## config.mk

```make
export PLATFORM = sky130hd
export DESIGN_NAME = vcfg_tagger
export DESIGN_NICKNAME = d
export VERILOG_FILES = /design/src/rtl/vcfg_pkg.sv /design/src/rtl/vcfg_state.sv /design/src/rtl/vcfg_regcheck.sv /design/src/rtl/vcfg_tagger.sv
export SDC_FILE = /design/constraint.sdc
export NUM_CORES = 1
export LEC_CHECK = 0
export ABC_AREA = 1
export BUFFER_PORTS_ARGS = -buffer_cell sky130_fd_sc_hd__buf_2
export CAP_MARGIN = 40
export CORE_MARGIN = 2
export CORE_UTILIZATION = 49
export CTS_BUF_LIST = sky130_fd_sc_hd__clkbuf_16
export DETAILED_ROUTE_END_ITERATION = 16
export GPL_ROUTABILITY_DRIVEN = 0
export PLACE_DENSITY = 0.82
export SETUP_SLACK_MARGIN = 0.05
export SYNTH_ARGS = -nofsm -noshare
export SYNTH_HDL_FRONTEND = slang
export SYNTH_SLANG_ARGS = --single-unit
```

## constraint.sdc

```tcl
create_clock -name clk -period 5.6 [get_ports clk]
set_clock_uncertainty 0.05 [all_clocks]
set_input_delay 1.68 -clock clk [delete_from_list [all_inputs] [get_ports clk]]
set_output_delay 1.68 -clock clk [all_outputs]
set_load 0.1 [all_outputs]
```

## src/rtl/vcfg_pkg.sv

```systemverilog
package vcfg_pkg;
  localparam int VREG_BITS = 128;
  localparam int MIN_EW    = 8;
  localparam int MAX_MUL   = 8;
  localparam int CFG_W     = 8;
  localparam int REQ_W     = 16;
  localparam int IDX_W     = 5;
  localparam int VL_W      = $clog2(VREG_BITS / MIN_EW * MAX_MUL) + 1;
  localparam int BASE_LEN  = VREG_BITS / MIN_EW;

  typedef enum logic [1:0] {
    CLS_OTHER = 2'd0,
    CLS_VOP   = 2'd1,
    CLS_SETI  = 2'd2,
    CLS_SETR  = 2'd3
  } vclass_e;

  typedef struct packed {
    logic       ma;
    logic       ta;
    logic [2:0] sew;
    logic [2:0] mul;
  } vcfg_t;

  typedef struct packed {
    logic  bad;
    vcfg_t cfg;
  } vtag_t;

  function automatic logic cfg_legal(input vcfg_t c);
    return (c.sew < 3'd4) && (c.mul < 3'd4);
  endfunction

  function automatic logic [VL_W-1:0] vl_max(input vcfg_t c);
    logic [VL_W+3:0] t;
    t = ((VL_W+4)'(BASE_LEN) << c.mul[1:0]) >> c.sew[1:0];
    return t[VL_W-1:0];
  endfunction

  function automatic logic [VL_W-1:0] vl_grant(input logic [REQ_W-1:0] req,
                                               input logic [VL_W-1:0] lim);
    if (req < REQ_W'(lim)) return req[VL_W-1:0];
    return lim;
  endfunction

  function automatic logic idx_aligned(input logic [IDX_W-1:0] idx,
                                       input logic [1:0] mcode);
    logic [IDX_W-1:0] mask;
    mask = (IDX_W'(1) << mcode) - IDX_W'(1);
    return (idx & mask) == '0;
  endfunction
endpackage

```

## src/rtl/vcfg_state.sv

```systemverilog
module vcfg_state
  import vcfg_pkg::*;
(
  input  logic            clk,
  input  logic            rst_n,
  input  logic            wr_en,
  input  vtag_t           wr_tag,
  input  logic [VL_W-1:0] wr_vl,
  output vtag_t           cur_tag,
  output logic [VL_W-1:0] cur_vl
);
  always_ff @(posedge clk) begin
    if (!rst_n) begin
      cur_tag <= '{bad: 1'b1, cfg: '0};
      cur_vl  <= '0;
    end else if (wr_en) begin
      cur_tag <= wr_tag;
      cur_vl  <= wr_vl;
    end
  end
endmodule

```

## src/rtl/vcfg_regcheck.sv

```systemverilog
module vcfg_regcheck
  import vcfg_pkg::*;
#(
  parameter int N_OPS = 3
) (
  input  logic [N_OPS-1:0][IDX_W-1:0] idx,
  input  logic [1:0]                  mcode,
  output logic                        misaligned
);
  logic [N_OPS-1:0] op_bad;
  for (genvar g = 0; g < N_OPS; g++) begin : g_op
    assign op_bad[g] = !idx_aligned(idx[g], mcode);
  end
  assign misaligned = |op_bad;
endmodule

```

## src/rtl/vcfg_tagger.sv

```systemverilog
module vcfg_tagger
  import vcfg_pkg::*;
(
  input  logic             clk,
  input  logic             rst_n,
  input  logic             in_valid,
  input  logic [1:0]       in_class,
  input  logic [CFG_W-1:0] in_cfg_imm,
  input  logic [CFG_W-1:0] in_cfg_reg,
  input  logic [REQ_W-1:0] in_req_len,
  input  logic [IDX_W-1:0] in_vd,
  input  logic [IDX_W-1:0] in_vs1,
  input  logic [IDX_W-1:0] in_vs2,
  output logic             out_valid,
  output logic [1:0]       out_class,
  output logic [IDX_W-1:0] out_vd,
  output logic [IDX_W-1:0] out_vs1,
  output logic [IDX_W-1:0] out_vs2,
  output logic [CFG_W:0]   out_cfg,
  output logic [VL_W-1:0]  out_vl,
  output logic             out_illegal,
  output logic             out_flush
);
  vtag_t           cur_tag;
  logic [VL_W-1:0] cur_vl;
  vcfg_t           set_cfg;
  logic            set_ok;
  logic [VL_W-1:0] set_vl;
  vtag_t           set_tag;
  logic            misaligned;

  // named internal events
  logic ev_cfg_write;
  logic ev_trap;
  logic ev_flush;

  assign set_cfg = (in_class == CLS_SETR) ? vcfg_t'(in_cfg_reg) : vcfg_t'(in_cfg_imm);
  assign set_ok  = cfg_legal(set_cfg);
  assign set_vl  = set_ok ? vl_grant(in_req_len, vl_max(set_cfg)) : '0;
  assign set_tag = '{bad: !set_ok, cfg: set_cfg};

  assign ev_cfg_write = in_valid && in_class[1];
  assign ev_flush     = in_valid && (in_class == CLS_SETR);
  assign ev_trap      = in_valid && (in_class == CLS_VOP) && (cur_tag.bad || misaligned);

  vcfg_state i_state (
    .clk     (clk),
    .rst_n   (rst_n),
    .wr_en   (ev_cfg_write),
    .wr_tag  (set_tag),
    .wr_vl   (set_vl),
    .cur_tag (cur_tag),
    .cur_vl  (cur_vl)
  );

  vcfg_regcheck #(.N_OPS(3)) i_regcheck (
    .idx        ({in_vs2, in_vs1, in_vd}),
    .mcode      (cur_tag.cfg.mul[1:0]),
    .misaligned (misaligned)
  );

  always_ff @(posedge clk) begin
    if (!rst_n) begin
      out_valid   <= 1'b0;
      out_class   <= '0;
      out_vd      <= '0;
      out_vs1     <= '0;
      out_vs2     <= '0;
      out_cfg     <= '0;
      out_vl      <= '0;
      out_illegal <= 1'b0;
      out_flush   <= 1'b0;
    end else begin
      out_valid   <= in_valid;
      out_class   <= in_class;
      out_vd      <= in_vd;
      out_vs1     <= in_vs1;
      out_vs2     <= in_vs2;
      out_cfg     <= ev_cfg_write ? set_tag : cur_tag;
      out_vl      <= ev_cfg_write ? set_vl : cur_vl;
      out_illegal <= ev_trap;
      out_flush   <= ev_flush;
    end
  end
endmodule

```

==> metrics <==
CP cell instances buf_2, nand2_4, nand2_1, nand2_2, clkinv_1, nor2_1, nand2_1, o21ai_1, o21ai_1, ha_1, a21oi_1, nor2_1, o21ai_0, nand4_1, clkinv_1, nand2_4, nand2_1, nand3_1, a21oi_1; Final HPWL DP 3.282 mm; critical path's top delay family simple AND/OR/NAND/NOR gates; largest net degree at the start of global routing 27; post-synthesis sequential area ratio 0.4252; crit end category register; mux share of post-synthesis cell area 0; DR pass1 iterations 4; Lkg Pwr 1.372 nW; detailed router's first-iteration violation count 55; Setup TNS 0 ns; hold path start i_state.cur_vl[6]; critical path depth 19; Hold-fix buffers, CTS 0; starting density of the core 0.5238; headroom to the max-slew limit 0.6709; Critical-path top delay cell ha_1; Yosys Warn Count 0; Logic pwr share 0.259; grt total ovfl 0; first-pass GRT wire length 6.858 mm; Crit path top cell by count nand2_1; Via density 4.864; WS Path Type in2reg; share of the synthesized area in the top cell type 0.4252; TritonCTS clock tree built; TritonCTS Buffers 5; post-CTS setup buffers 0; Net Count, Synth 304; Cells after Synth 246; Critical Path Source in_class[0]; Design Area, Final 2346 sq um; Die ar. 4151 sq um; vias in the first global route 1569; Critical path buffers and inverters 3; Die Wd 64.43 microns; synth top area cells dfxtp_1, nand2_1, inv_1; Routed Wire Length 4.310 mm; antenna-violating nets left 0; Min-Delay Path Class reg2reg; clk root buf clkbuf_16; Worst path max stage delay 0.31 ns; H-tree levels 2; Worst EP required 5.74 ns; clk buf depth 2; fin crit period 3.925 ns; Synth Area in Compound Gates 0.1070; crit-path max FO 9; area growth from synthesis to layout 31.12%; Hold WS 0.4083 ns; clock latency at the later pin of the worst-skew pair 0.28 ns; Sink Count 38; mapped cell area 1789 sq um; FMAX 254.8 MHz; Die H 64.43 microns; Worst Max-Slew Pin Slew 0.4971 ns; io pins 89; Syn Area/Cell 7.273 sq um; Pwr Total 0.7432 mW; Placement Cell Area 2205 sq um; status finished, final reports clean; worst vdd ir 206.8 uV; P_sw 0.2542 mW; switching share of power 0.3420; Routed WL per cell 11.52 microns; vias after detailed routing 1819; area leader, netlist dfxtp_1; R2R Path End out_illegal; power per cell area 316.8 nW/um^2; #FFs+latches synth 38; RSZ-0062 raised after global routing false; Clock power frac 0.354; Final Setup Violations 0; Worst-path clk slew 0.06 ns; share of layout cells above drive strength 1 0.3293; Worst R2R Start out_cfg[0]; GRT Total Usage 0.2166; Distinct cells, synth 26; Rows 21; Reg power frac 0.387; Synth Area in Simple Gates 0.2867; R2R depth 4; DRC 0; Resized Gates After CTS 0; main combinational cell family by area after synthesis simple AND/OR/NAND/NOR gates; fin crit share 0.7008; Core ar. 3416 sq um; Nets 385; Worst R2R Setup Slack 4.60 ns; final hold violation count 0; Max-Cap Viols 0; ANT cells 0; Worst setup SP type input port; CP Data Arrival Time 4.07 ns; Post-Synth Adder-Cell Area 0.04196; Worst setup endpoint i_state.cur_vl[3]; I/O Buffers 88; initial antenna violation count 0; Int Power 0.4891 mW; max-slew violations 0; xor/xnor share of the synthesized area 0
[cell usage in the layout (no fill, tap or decap), drive strengths merged, types with 4 or more instances in the layout]
master  Yosys  final
nand4       4      4
nand3      20     20
clkbuf      6      5
nand2      69     69
inv        41     41
a21oi      14     14
dfxtp      38     38
buf         8     88
clkinv      3      5
o21ai      14     14
nor2       10     10
ha          6      6
[power groups by stage]
stage	combinational (mW)	clock (mW)	sequential [mW]
3_5_place_dp	0.192	0	0.293
6_report	0.193	0.263	0.288
2_1_floorplan	0.0904	0	0.356
3_3_place_gp	0.190	0	0.293
5_1_grt	0.206	0.283	0.289
4_1_cts	0.193	0.268	0.288
[final cells by class]
type | instances | area (sq um)
clock buffers | 5 | 125.1
clock inverters | 3 | 16.27
fillers | 311 | 1070
inverters | 44 | 166.4
multi-input cells | 150 | 779.5
flip-flops and latches | 38 | 760.7
well taps | 46 | 57.56
repair buffers | 88 | 440.4
[through the flow]
| step | setup slack (ns) | util | std cells |
|---|---|---|---|
| 2_1_floorplan | 1.974 | - | 246 |
| 3_3_place_gp | 1.606 | 0.6454 | 366 |
| 5_1_grt | 1.463 | 0.6868 | 374 |
| 6_report | 1.675 | 0.6868 | 374 |
| 4_1_cts | 1.714 | 0.6868 | 374 |
| 3_5_place_dp | 1.511 | 0.6454 | 366 |
[synth_stat cells (all sizes together)]
| cell type | number |
|---|---|
| nand2 | 69 |
| inv | 41 |
| dfxtp | 38 |
| nand3 | 20 |
| a21oi | 14 |
| o21ai | 14 |
| nor2 | 10 |
| buf | 8 |
| clkbuf | 6 |
| ha | 6 |
| nand4 | 4 |
| clkinv | 3 |
| nor3 | 3 |
| o211ai | 3 |
| nor4 | 2 |
| o22ai | 2 |
| a221oi | 1 |
| o31ai | 1 |
| or3 | 1 |
[routing by layer]
layer	global-route usage	part of all wire
met5	0	0
met4	0.1197	0.020
met3	0.06424	0.086
met2	0.3646	0.48
met1	0.2453	0.42
[registers in the layout, indices dropped and copies added (netlist names)]
| signal | cells |
|---|---|
| out_class | 2 |
| out_illegal | 1 |
| out_vs1 | 5 |
| out_cfg | 9 |
| i_state.cur_vl | 8 |
| out_flush | 1 |
| out_valid | 1 |
| out_vd | 5 |
| out_vs2 | 5 |
| i_state.cur_tag | 1 |
[kinds of logic after synthesis]
logic type / count (synthesis)
flops: 38
fa+ha+maj: 6
compound gates: 35
simple gates: 109
buf+inv: 58
[worst min-delay path, cell delays in order, from the launching register on]
cell     delay [ns]
dfxtp_1        0.30
nand2_1        0.06
a21oi_1        0.05
[worst min-delay path by stage]
stage	slack (ns)	cells past startpoint	end
finish	0.41	2	i_state.cur_vl[6]
global placement	0.40	2	i_state.cur_vl[6]
floorplan	0.42	2	out_cfg[4]
CTS	0.41	2	i_state.cur_vl[6]
detailed placement	0.40	2	i_state.cur_vl[6]
global route	0.44	2	i_state.cur_vl[6]
No activity file was read; power rests on OpenSTA's default activity.
